### src/rtl/irqc_pkg.sv
package irqc_pkg;
  typedef enum logic [1:0] {
    OP_MASK = 2'd0,
    OP_FSET = 2'd1,
    OP_FCLR = 2'd2,
    OP_PAGE = 2'd3
  } reg_op_e;

  localparam int SLOT_RST  = 0;
  localparam int SLOT_NMI  = 1;
  localparam int SLOT_MSK0 = 2;
endpackage

### src/rtl/irqc_flags.sv
module irqc_flags
  import irqc_pkg::*;
#(
  parameter int NM = 7
) (
  input  logic          clk,
  input  logic          rst_n,
  input  logic [NM-1:0] req,
  input  logic          reg_wr,
  input  reg_op_e       reg_op,
  input  logic [NM-1:0] wdata,
  input  logic [NM-1:0] ack_m,
  output logic [NM-1:0] flag,
  output logic [NM-1:0] en
);
  logic [NM-1:0] prev;
  logic          wr_set, wr_clr;

  assign wr_set = reg_wr && (reg_op == OP_FSET);
  assign wr_clr = reg_wr && (reg_op == OP_FCLR);

  for (genvar i = 0; i < NM; i++) begin : g_bit
    logic set_i, clr_i;
    assign set_i = (req[i] && !prev[i]) || (wr_set && wdata[i]);
    assign clr_i = ack_m[i] || (wr_clr && wdata[i]);

    always_ff @(posedge clk or negedge rst_n) begin
      if (!rst_n) begin
        prev[i] <= 1'b0;
        flag[i] <= 1'b0;
      end else begin
        prev[i] <= req[i];
        if (set_i)      flag[i] <= 1'b1;
        else if (clr_i) flag[i] <= 1'b0;
      end
    end
  end

  always_ff @(posedge clk or negedge rst_n) begin
    if (!rst_n)                              en <= '0;
    else if (reg_wr && (reg_op == OP_MASK))  en <= wdata;
  end
endmodule

### src/rtl/irqc_special.sv
module irqc_special #(
  parameter int SWI_W = 5
) (
  input  logic             clk,
  input  logic             rst_n,
  input  logic             rs_req,
  input  logic             nmi_req,
  input  logic             sw_valid,
  input  logic [SWI_W-1:0] sw_index,
  output logic             sw_ready,
  input  logic             cpu_return,
  input  logic             take,
  input  logic             ack_rs,
  input  logic             ack_nmi,
  input  logic             ack_sw,
  output logic             rs_pend,
  output logic             nmi_pend,
  output logic             sw_pend,
  output logic [SWI_W-1:0] sw_idx,
  output logic             gie
);
  logic rs_prev, nmi_prev;

  assign sw_ready = !sw_pend;

  always_ff @(posedge clk or negedge rst_n) begin
    if (!rst_n) begin
      rs_prev  <= 1'b0;
      nmi_prev <= 1'b0;
      rs_pend  <= 1'b0;
      nmi_pend <= 1'b0;
      sw_pend  <= 1'b0;
      sw_idx   <= '0;
      gie      <= 1'b1;
    end else begin
      rs_prev  <= rs_req;
      nmi_prev <= nmi_req;
      if (rs_req && !rs_prev)       rs_pend <= 1'b1;
      else if (ack_rs)              rs_pend <= 1'b0;
      if (nmi_req && !nmi_prev)     nmi_pend <= 1'b1;
      else if (ack_nmi)             nmi_pend <= 1'b0;
      if (sw_valid && sw_ready) begin
        sw_pend <= 1'b1;
        sw_idx  <= sw_index;
      end else if (ack_sw) begin
        sw_pend <= 1'b0;
      end
      if (take)            gie <= 1'b0;
      else if (cpu_return) gie <= 1'b1;
    end
  end

  a_r11_sw_accept: assert property (@(posedge clk) disable iff (!rst_n)
    (sw_valid && sw_ready) |=> !sw_ready);
  a_r9_gie_clear: assert property (@(posedge clk) disable iff (!rst_n)
    take |=> !gie);
endmodule

### src/rtl/irqc_arbiter.sv
module irqc_arbiter #(
  parameter int NM    = 7,
  parameter int SWI_W = 5,
  localparam int NS    = NM + 3,
  localparam int SRC_W = $clog2(NS)
) (
  input  logic             clk,
  input  logic             rst_n,
  input  logic             rs_pend,
  input  logic             nmi_pend,
  input  logic [NM-1:0]    msk_pend,
  input  logic             sw_pend,
  input  logic [SWI_W-1:0] sw_idx,
  input  logic             gie,
  input  logic             busy,
  input  logic             irq_ready,
  output logic             irq_valid,
  output logic [SWI_W-1:0] slot,
  output logic [NS-1:0]    ack
);
  logic [NS-1:0]    cand;
  logic [SRC_W-1:0] win;
  logic             win_any;
  logic [SRC_W-1:0] st_src;
  logic             take;

  always_comb begin
    cand          = '0;
    cand[0]       = rs_pend;
    cand[1]       = nmi_pend && !busy;
    for (int i = 0; i < NM; i++) cand[2+i] = msk_pend[i] && gie && !busy;
    cand[NS-1]    = sw_pend && !busy;
  end

  always_comb begin
    win     = '0;
    win_any = 1'b0;
    for (int i = NS-1; i >= 0; i--) begin
      if (cand[i]) begin
        win     = SRC_W'(i);
        win_any = 1'b1;
      end
    end
  end

  assign take = irq_valid && irq_ready;

  always_ff @(posedge clk or negedge rst_n) begin
    if (!rst_n) begin
      irq_valid <= 1'b0;
      st_src    <= '0;
      slot      <= '0;
    end else if (!irq_valid) begin
      if (win_any) begin
        irq_valid <= 1'b1;
        st_src    <= win;
        slot      <= (win == SRC_W'(NS-1)) ? sw_idx : SWI_W'(win);
      end
    end else if (irq_ready) begin
      irq_valid <= 1'b0;
    end
  end

  always_comb begin
    ack = '0;
    if (take) ack[st_src] = 1'b1;
  end

  a_r9_offer_stable: assert property (@(posedge clk) disable iff (!rst_n)
    (irq_valid && !irq_ready) |=> (irq_valid && $stable(slot)));
  a_r9_ack_onehot: assert property (@(posedge clk) disable iff (!rst_n)
    $onehot0(ack));
  a_r8_holdoff: assert property (@(posedge clk) disable iff (!rst_n)
    ($rose(irq_valid) && st_src != '0) |-> !$past(busy));
endmodule

### src/rtl/irqc_vector.sv
module irqc_vector
  import irqc_pkg::*;
#(
  parameter int ADDR_W     = 16,
  parameter int PAGE_SHIFT = 11,
  parameter int SWI_W      = 5,
  localparam int PG_W      = ADDR_W - PAGE_SHIFT
) (
  input  logic              clk,
  input  logic              rst_n,
  input  logic              reg_wr,
  input  reg_op_e           reg_op,
  input  logic [PG_W-1:0]   wdata,
  input  logic [SWI_W-1:0]  slot,
  output logic [PG_W-1:0]   page,
  output logic [ADDR_W-1:0] vector
);
  always_ff @(posedge clk or negedge rst_n) begin
    if (!rst_n)                             page <= '0;
    else if (reg_wr && (reg_op == OP_PAGE)) page <= wdata;
  end

  assign vector = {page, {PAGE_SHIFT{1'b0}}} | ADDR_W'({slot, 1'b0});
endmodule

### src/rtl/prio_irq_ctrl.sv
module prio_irq_ctrl
  import irqc_pkg::*;
#(
  parameter int N_EXT      = 4,
  parameter int SWI_W      = 5,
  parameter int ADDR_W     = 16,
  parameter int PAGE_SHIFT = 11,
  localparam int NM   = N_EXT + 3,
  localparam int NS   = NM + 3,
  localparam int PG_W = ADDR_W - PAGE_SHIFT,
  localparam int RW   = (NM > PG_W) ? NM : PG_W
) (
  input  logic              clk,
  input  logic              rst_n,
  input  logic              rs_req,
  input  logic              nmi_req,
  input  logic [N_EXT-1:0]  ext_req,
  input  logic              srx_req,
  input  logic              stx_req,
  input  logic              tmr_req,
  input  logic              sw_valid,
  input  logic [SWI_W-1:0]  sw_index,
  output logic              sw_ready,
  input  logic              cpu_busy,
  input  logic              cpu_return,
  input  logic              reg_wr,
  input  logic [1:0]        reg_op,
  input  logic [RW-1:0]     reg_wdata,
  output logic [NM-1:0]     mask_o,
  output logic [NM-1:0]     flag_o,
  output logic [PG_W-1:0]   page_o,
  output logic              gie_o,
  output logic              irq_valid,
  input  logic              irq_ready,
  output logic [ADDR_W-1:0] irq_vector,
  output logic [NS-1:0]     irq_ack
);
  reg_op_e          op;
  logic [NM-1:0]    req_m;
  logic             rs_pend, nmi_pend, sw_pend;
  logic [SWI_W-1:0] sw_idx, slot;

  assign op    = reg_op_e'(reg_op);
  assign req_m = {tmr_req, stx_req, srx_req, ext_req};

  irqc_flags #(.NM(NM)) u_flags (
    .clk(clk), .rst_n(rst_n), .req(req_m), .reg_wr(reg_wr), .reg_op(op),
    .wdata(reg_wdata[NM-1:0]), .ack_m(irq_ack[SLOT_MSK0 +: NM]),
    .flag(flag_o), .en(mask_o)
  );

  irqc_special #(.SWI_W(SWI_W)) u_special (
    .clk(clk), .rst_n(rst_n), .rs_req(rs_req), .nmi_req(nmi_req),
    .sw_valid(sw_valid), .sw_index(sw_index), .sw_ready(sw_ready),
    .cpu_return(cpu_return), .take(|irq_ack),
    .ack_rs(irq_ack[SLOT_RST]), .ack_nmi(irq_ack[SLOT_NMI]), .ack_sw(irq_ack[NS-1]),
    .rs_pend(rs_pend), .nmi_pend(nmi_pend), .sw_pend(sw_pend),
    .sw_idx(sw_idx), .gie(gie_o)
  );

  irqc_arbiter #(.NM(NM), .SWI_W(SWI_W)) u_arb (
    .clk(clk), .rst_n(rst_n), .rs_pend(rs_pend), .nmi_pend(nmi_pend),
    .msk_pend(flag_o & mask_o), .sw_pend(sw_pend), .sw_idx(sw_idx),
    .gie(gie_o), .busy(cpu_busy), .irq_ready(irq_ready),
    .irq_valid(irq_valid), .slot(slot), .ack(irq_ack)
  );

  irqc_vector #(.ADDR_W(ADDR_W), .PAGE_SHIFT(PAGE_SHIFT), .SWI_W(SWI_W)) u_vec (
    .clk(clk), .rst_n(rst_n), .reg_wr(reg_wr), .reg_op(op),
    .wdata(reg_wdata[PG_W-1:0]), .slot(slot), .page(page_o), .vector(irq_vector)
  );

  a_r7_align: assert property (@(posedge clk) disable iff (!rst_n)
    irq_valid |-> !irq_vector[0]);
endmodule

### config.mk
export PLATFORM = sky130hd
export DESIGN_NAME = prio_irq_ctrl
export DESIGN_NICKNAME = d
export VERILOG_FILES = /design/src/rtl/irqc_pkg.sv /design/src/rtl/irqc_flags.sv /design/src/rtl/irqc_special.sv /design/src/rtl/irqc_arbiter.sv /design/src/rtl/irqc_vector.sv /design/src/rtl/prio_irq_ctrl.sv
export SDC_FILE = /design/constraint.sdc
export NUM_CORES = 1
export LEC_CHECK = 0
export BUFFER_PORTS_ARGS = -buffer_cell sky130_fd_sc_hd__buf_2
export CORE_MARGIN = 3
export CORE_UTILIZATION = 35
export DETAILED_ROUTE_END_ITERATION = 16
export GPL_TIMING_DRIVEN = 0
export PLACE_DENSITY = 0.63
export SYNTH_ARGS = -nofsm -noshare
export SYNTH_HDL_FRONTEND = slang
export SYNTH_SLANG_ARGS = --single-unit
### constraint.sdc
create_clock -name clk -period 2.4 [get_ports clk]
set_clock_uncertainty 0.2 [all_clocks]
set_input_delay 0.24 -clock clk [delete_from_list [all_inputs] [get_ports clk]]
set_output_delay 0.24 -clock clk [all_outputs]
set_load 0.05 [all_outputs]
==> flow_summary.ini, run 1 <==
[run_status]
outcome = finished, final reports clean

[worst_setup_path]
reg2reg_depth = 5
end_kind = output port
r2r-end = u_arb.slot[4]
path_buf_inv = 2
crit_required_ns = 1.96
reg2reg_from = u_special.gie
cp-start-kind = flip-flop
cpPeakStageDelay_ns = 0.44
cpMaxStageDelayCell = dfrtp_2
cpLargestDelayFamily = simple AND/OR/NAND/NOR gates
path_depth = 5
worstPathArrival_ns = 1.87
path_class = reg2out
r2r_slack_ns = 0.38
cp_cell_sequence = nand2_1, or3_1, nor3_1, buf_4, buf_2
worst-path-max-fanout = 7

[clock_network]
clk_path_buf_depth = 2
clk_pin_slew_ns = 0.09
postCtsSetupBuffers = 0
cts_tree = done
numCtsBuffers = 5
clk_latency_ns = 0.30
cts_num_sinks = 47
htreeDepth = 2
ctsRootBufferMaster = clkbuf_8

[layout]
drive_gt1_share_pct = 40.6
most-common-layout-cells = buf_2, dfrtp_1, dlygate4sd3_1
final_common_cell = buf_2
area_delta_synth_final_pct = 36.6
antenna_cells = 0
final_nets = 332

[logic_synthesis]
synth-compound-area-share_pct = 14.0
ys_ff_latch = 47
synth_top_family_by_area = simple AND/OR/NAND/NOR gates
syn-mean-instance-area_um2 = 10.9
synth_mux_area_share_pct = 9.36
synthesis.instances = 198
ys.flop_type = dfrtp_1
seq_area_frac_synth_pct = 54.4
synthSimpleGateAreaFrac_pct = 15.4
synth.distinct_cells = 39
synthArstFlopShare_pct = 100
synth_edf_count = 0
yosysWarningCount = 0
synth_fa_ha_area_share_pct = 0
netlist_area_mm2 = 0.00216
synth_xor_area_share_pct = 0

[hold_path]
min-delay-start = reg_wdata[3]
min_path_cells = 2
worstHoldEndpoint = u_flags.flag[3]
hold_class = in2reg

[sta]
setup_viol = 0
fmax_ghz = 0.434
relSlewSlack_pct = 30.6
layout_worst_path_cycle_share_pct = 96.1
final_max_slew_viol_count = 0
fin_hold_ws_ns = 0.0110
period_needed_ns = 2.31
worst_pin_slew_ns = 1.04
rsz0062_at_grt = false
setup_slack_ns = 0.0933
hold_violations = 0

[grt]
antenna_found_initial = 0
gr-total-overflow = 0
grt_max_degree = 48
first_global_vias = 1790
grt_pass1_wl_um = 9090
track_usage_pct = 16.1

[route]
met3WireLength_um = 248
first_pass_iters = 4
drt-total-wl_um = 5600
vias = 1847
drtIter0Drc = 55
drt-met1-wl_um = 2510
ant_nets = 0
wl_per_cell_um = 14.8
top_layer = met4
viasPerCell = 4.89
wl_met2_um = 2720
drc = 0

[floorplan]
die_w_um = 84.6
die_y_um = 84.6
initial_utilization_pct = 36.3
num_rows = 28
die_area_mm2 = 0.00716
ioPinCount = 78
core-area_mm2 = 0.00596

[pwr]
powerDensity_mw_per_mm2 = 884
peakVddDrop_v = 0.000325
p_leak_nw = 1.41

[placement]
dp_hpwl_um = 4200
portBuffers = 71
dp_slack_ns = 0.363
place_congestion = 0.848

[flow_run]
cap_violations = 0
==> sequential cells by signal (all words and copies together), names as in the netlist, 4 cells and up <==
| register | cells |
|---|---|
| u_special.sw_idx | 5 |
| u_flags.flag | 7 |
| u_flags.en | 7 |
| u_vec.page | 5 |
| u_arb.st_src | 4 |
| u_flags.prev | 7 |
| u_arb.slot | 5 |
==> layout make-up <==
type,count,area (um2)
Tap cell,75,93.8
Buffer,17,124
Clock inverter,1,7.51
Sequential cell,47,1180
Inverter,5,18.8
Fill cell,571,3000
Clock buffer,7,96.3
Multi-Input combinational cell,134,873
Timing Repair Buffer,92,566
==> cells in the mapped netlist, types with 3 or more instances <==
| cell type | number | share of area (%) |
|---|---|---|
| dfrtp_1 | 46 | 53 |
| mux2_2 | 18 | 9.4 |
| nand2_1 | 18 | 3.1 |
| nor2_1 | 16 | 2.8 |
| buf_4 | 14 | 4.9 |
| nor2b_1 | 11 | 3.2 |
| a21oi_1 | 10 | 2.3 |
| o21ai_0 | 10 | 2.3 |
| nor3_1 | 6 | 1.4 |
| a221o_1 | 5 | 2.3 |
| inv_1 | 5 | 0.87 |
| a22o_1 | 4 | 1.6 |
| a31oi_1 | 4 | 1.2 |
| nand3_1 | 3 | 0.69 |
==> report_power, final <==
group | internal, mW | switching, mW
Clock | 0.262 | 0.267
Sequential | 0.949 | 0.148
Combinational | 0.328 | 0.659
==> metal layers <==
layer  global-route usage (%)  vias up
met3                     2.75       11
met2                     25.9       48
met4                     5.90        0
met1                     21.7      895
met5                        0        -
li1                         -      893
==> cells by family after synthesis <==
logic type | after synthesis
simple gates | 66
other cells | 1
compound gates | 44
buf+inv | 22
flops | 47
mux | 18
==> timing repair <==
action,in CTS,in global routing
setup endpoints to repair,0,1
hold buffers,21,0
hold endpoints to repair,67,0
gates resized for setup,0,1
==> through the flow <==
step	instances	power, mW	setup TNS [ns]	util (%)	cell area (um2)
after floorplan	203	1.81	-0.0649	-	2190
after global routing	378	2.75	0	49.7	2960
after CTS	378	2.64	0	49.6	2960
after global placement	349	2.05	0	44.4	2640
final	378	2.61	0	49.7	2960
after detailed placement	349	2.07	0	44.4	2640
==> how the worst max path moves through the flow <==
stage | startpoint | to | slack [ns]
CTS | u_arb.irq_valid | irq_ack[0] | 0.01
floorplan | u_arb.irq_valid | u_flags.flag[1] | -0.03
global placement | u_arb.irq_valid | irq_ack[0] | 0.33
detailed placement | u_arb.irq_valid | irq_ack[0] | 0.36
finish | u_arb.irq_valid | irq_ack[0] | 0.09
global route | u_arb.irq_valid | irq_ack[0] | 0.04
==> worst reg2reg max path, delay by kind of cell, from the launching register on <==
kind	cells	cell delay, ns
AO/OA/AOI/OAI	3	0.70
buffers and inverters	1	0.17
flip-flops	1	0.61
AND/OR/NAND/NOR	1	0.23
Note: power is estimated with default switching activity, not from simulation.
==> run 2: changes to the inputs <==
--- a/config.mk
+++ b/config.mk
@@ -10,6 +10,7 @@
 export CORE_UTILIZATION = 35
 export DETAILED_ROUTE_END_ITERATION = 16
 export GPL_TIMING_DRIVEN = 0
+export MAX_ROUTING_LAYER = met4
 export PLACE_DENSITY = 0.63
 export SYNTH_ARGS = -nofsm -noshare
 export SYNTH_HDL_FRONTEND = slang
==> flow_summary.ini, run 2 (synthesized netlist as in run 1, its figures left out) <==
[pwr]
powerDensity_mw_per_mm2 = 884
power_mw = 2.61
peakVddDrop_v = 0.000325
p_leak_nw = 1.41

[grt]
met2_usage_pct = 25.9
met1_usage_pct = 21.8
grt_max_degree = 48
antenna_found_initial = 0
track_usage_pct = 16.6
grt_most_used_layer = met2
gr-total-overflow = 0
grt_pass1_wl_um = 9110
grtUsageMet3_pct = 2.65
first_global_vias = 1791

[layout]
antenna_cells = 0
drive_gt1_share_pct = 40.6
final_core_util_pct = 49.7
most-common-layout-cells = buf_2, dfrtp_1, dlygate4sd3_1
final_nets = 332
area_delta_synth_final_pct = 36.6
final_common_cell = buf_2
postLayoutCellArea_mm2 = 0.00296
reg_top3 = u_flags.en: 7 flops, u_flags.flag: 7 flops, u_flags.prev: 7 flops
layoutNonFillerInstCount = 378

[clock_network]
numCtsBuffers = 5
htreeDepth = 2
clk_path_buf_depth = 2
cts_tree = done
clk_pin_slew_ns = 0.09
ctsRootBufferMaster = clkbuf_8
clk_latency_ns = 0.30
cts_num_sinks = 47

[route]
viasPerCell = 4.90
ant_nets = 0
vias = 1851
first_pass_iters = 4
drc = 0
drt-total-wl_um = 5590
drtIter0Drc = 54
wl_per_cell_um = 14.8

[sta]
worst_pin_slew_ns = 1.04
fmax_ghz = 0.434
final_max_slew_viol_count = 0
relSlewSlack_pct = 30.6
hold_violations = 0
layout_worst_path_cycle_share_pct = 96.1
period_needed_ns = 2.31
setup_slack_ns = 0.0936
setup_viol = 0
fin_hold_ws_ns = 0.0124
rsz0062_at_grt = false
setup-tns-final_ns = 0

[floorplan]
die_area_mm2 = 0.00716
die_y_um = 84.6
die_w_um = 84.6
ioPinCount = 78
num_rows = 28
core-area_mm2 = 0.00596
initial_utilization_pct = 36.3

[worst_setup_path]
startpoint = u_arb.irq_valid
endpoint = irq_ack[0]
r2r-end = u_arb.slot[2]
crit_required_ns = 1.96
reg2reg_from = u_special.gie
reg2reg_depth = 4
worstPathArrival_ns = 1.87
path_depth = 5
r2r_slack_ns = 0.38
path_class = reg2out
cpLargestDelayFamily = simple AND/OR/NAND/NOR gates
worst-path-max-fanout = 7
cpPeakStageDelay_ns = 0.44
cp_cell_sequence = nand2_1, or3_1, nor3_1, buf_4, buf_2
cp-start-kind = flip-flop
path_buf_inv = 2
end_kind = output port
cpMaxStageDelayCell = dfrtp_2

[placement]
place_inst = 349
dp_hpwl_um = 4200
portBuffers = 71
dp_slack_ns = 0.363
dpl_cell_area_mm2 = 0.00264
place_congestion = 0.862

[flow_run]
cap_violations = 0

[hold_path]
hold_class = in2reg
min-delay-start = reg_wdata[3]

[run_status]
outcome = finished, final reports clean
run 2: cell counts in the layout (fill, tap and decap cells not counted):
Identical to the previous run, type by type.
run 2: worst min-delay path by stage:
stage                            to  depth (start not counted)
floorplan           u_arb.irq_valid                          0
global placement    u_flags.prev[1]                          1
detailed placement  u_flags.prev[3]                          1
CTS                 u_flags.flag[3]                          2
global route          u_flags.en[1]                          2
finish              u_flags.flag[3]                          2
run 2: final cells by class:
| type | count | area (um2) |
|---|---|---|
| buffer | 17 | 124 |
| clock buffer | 7 | 96.3 |
| clock inverter | 1 | 7.51 |
| fill | 571 | 3000 |
| inverter | 5 | 18.8 |
| multi-input combinational | 134 | 873 |
| sequential | 47 | 1180 |
| tap | 75 | 93.8 |
| timing repair buffer | 92 | 566 |
run 2: metal layers:
layer  wire, um  up-vias
met4        116        0
met2       2720       48
met3        238       11
li1           -      893
met1       2510      899
met5          0        -
run 2: worst register-to-register path: stages, from the launching register on:
cell	delay, ns
dfstp_2	0.61
a31oi_1	0.11
or2_1	0.23
a311o_1	0.37
a221o_1	0.38
run 2: power by group:
part / leakage [nW] / internal (mW) / switching (mW)
Combinational: 0.813 / 0.328 / 0.659
Clock: 0.0505 / 0.262 / 0.268
Sequential: 0.548 / 0.949 / 0.148
Total: 1.41 / 1.54 / 1.07
run 2: timing repair:
action                                  CTS  global route
gates resized for setup                   0             1
buffers inserted                          0             0
hold buffers                             21             0
hold endpoints to repair                 67             0
endpoints found under the setup margin    0             1
==> run 3: changes to the inputs <==
--- a/config.mk
+++ b/config.mk
@@ -11,7 +11,7 @@
 export DETAILED_ROUTE_END_ITERATION = 16
 export GPL_TIMING_DRIVEN = 0
 export MAX_ROUTING_LAYER = met4
-export PLACE_DENSITY = 0.63
+export PLACE_DENSITY = 0.68
 export SYNTH_ARGS = -nofsm -noshare
 export SYNTH_HDL_FRONTEND = slang
 export SYNTH_SLANG_ARGS = --single-unit
==> flow_summary.ini, run 3 (synthesized netlist as in run 1, its figures left out) <==
[run_status]
outcome = finished, final reports clean

[worst_setup_path]
cp-start-kind = flip-flop
r2r_slack_ns = 0.37
r2r-end = u_arb.slot[4]
endpoint = irq_ack[3]
end_kind = output port
crit_required_ns = 1.96
worst-path-max-fanout = 7
worstPathArrival_ns = 1.81
reg2reg_depth = 5
path_class = reg2out
reg2reg_from = u_special.gie
startpoint = u_arb.irq_valid

[route]
ant_nets = 0
first_pass_iters = 4
drc = 0
wl_per_cell_um = 14.0
drtIter0Drc = 77
drt-total-wl_um = 5280
viasPerCell = 4.77
vias = 1794

[grt]
gr-total-overflow = 0
track_usage_pct = 16.1
grt_max_degree = 48
antenna_found_initial = 0
grt_pass1_wl_um = 8910
first_global_vias = 1781

[placement]
dp_hpwl_um = 4100
place_congestion = 0.833
portBuffers = 71

[pwr]
peakVddDrop_v = 0.000392
power_mw = 2.65
p_leak_nw = 1.41
combPwrFrac_pct = 36.9
swShare_pct = 40.2
intPower_mw = 1.59
power_frac_clock_pct = 21.7
power_frac_seq_pct = 41.3
powerDensity_mw_per_mm2 = 898
switchingPower_mw = 1.06

[layout]
final_core_util_pct = 49.6
most-common-layout-cells = buf_2, dfrtp_1, dlygate4sd3_1
reg_top3 = u_flags.en: 7 flops, u_flags.flag: 7 flops, u_flags.prev: 7 flops
final_nets = 330
regArea_mm2 = 0.00118
fillers = 574
multi_input_area_um2 = 878
area_delta_synth_final_pct = 36.4
antenna_cells = 0
drive_gt1_share_pct = 41.2
final_common_cell = buf_2

[sta]
final_max_slew_viol_count = 0
setup_viol = 0
hold_violations = 0
fmax_ghz = 0.445
period_needed_ns = 2.25
setup-tns-final_ns = 0
relSlewSlack_pct = 31.4
layout_worst_path_cycle_share_pct = 93.6
worst_pin_slew_ns = 1.03

[clock_network]
ctsRootBufferMaster = clkbuf_8
clk_latency_ns = 0.30
clk_pin_slew_ns = 0.08
numCtsBuffers = 5
cts_num_sinks = 47
htreeDepth = 2
cts_tree = done
postCtsSetupBuffers = 0
clk_path_buf_depth = 2

[floorplan]
die_area_mm2 = 0.00716
core-area_mm2 = 0.00596
num_rows = 28
initial_utilization_pct = 36.3
ioPinCount = 78
die_w_um = 84.6
die_y_um = 84.6

[flow_run]
cap_violations = 0

[hold_path]
hold_class = in2reg
run 3: cell types whose count changed in the layout (fill, tap and decap cells not counted), sizes merged:
cell | before | now
bufinv | 0 | 1
clkbuf | 9 | 7
clkinv | 0 | 2
clkinvlp | 1 | 0
dlygate4sd3 | 21 | 19
run 3: metal layers:
layer  part of all wire (%)  global-route usage [%]  vias up
li1                       -                       -      886
met4                    1.8                    6.04        0
met1                     44                    20.7      861
met2                     49                    25.1       40
met3                    4.8                    3.24        7
met5                      0                       -        -
run 3: metrics by stage:
| step | setup slack, ns | instance area, um2 | instances | hold WS [ns] |
|---|---|---|---|---|
| 2_1_floorplan | -0.0324 | 2190 | 203 | -0.256 |
| 3_3_place_gp | 0.359 | 2640 | 349 | 0.160 |
| 3_5_place_dp | 0.377 | 2640 | 349 | 0.163 |
| 4_1_cts | 0.0236 | 2950 | 376 | 0.00254 |
| 5_1_grt | -0.000792 | 2950 | 376 | 0.00901 |
| 6_report | 0.154 | 2950 | 376 | 0.00533 |
run 3: final cells by class:
cell class	count	area share, %
well taps	75	3.18
flip-flops and latches	47	39.9
clock buffers	5	2.33
plain buffers	17	4.20
inverters	5	0.636
repair buffers	90	18.5
clock inverters	3	1.48
multi-input cells	134	29.8
run 3: how the worst min path moves through the flow:
stage	cells past startpoint	endpoint	slack [ns]	from
final	3	u_flags.flag[0]	0.005	reg_wdata[0]
after CTS	3	u_flags.flag[0]	0.003	reg_wdata[0]
after detailed placement	1	u_flags.prev[3]	0.16	ext_req[3]
after global routing	2	u_flags.flag[2]	0.009	reg_wdata[2]
after floorplan	0	u_arb.irq_valid	-0.26	rst_n
after global placement	1	u_flags.prev[3]	0.16	ext_req[3]
run 3: power by group through the flow:
stage	logic [mW]	clock network [mW]	registers (mW)
global route	1.05	0.625	1.12
floorplan	0.475	0	1.33
CTS	0.990	0.592	1.09
finish	0.979	0.576	1.10
global placement	0.947	0	1.10
detailed placement	0.960	0	1.11
run 3: timing repair:
item	CTS	global route
endpoints found under the setup margin	0	3
hold buffers	19	0
hold endpoints to repair	67	0
resized for setup	0	2
run 3: critical path: stages (launching register included):
cell	delay [ns]
dfrtp_2	0.43
nand2_1	0.09
or3_1	0.41
nor2_1	0.26
buf_2	0.32
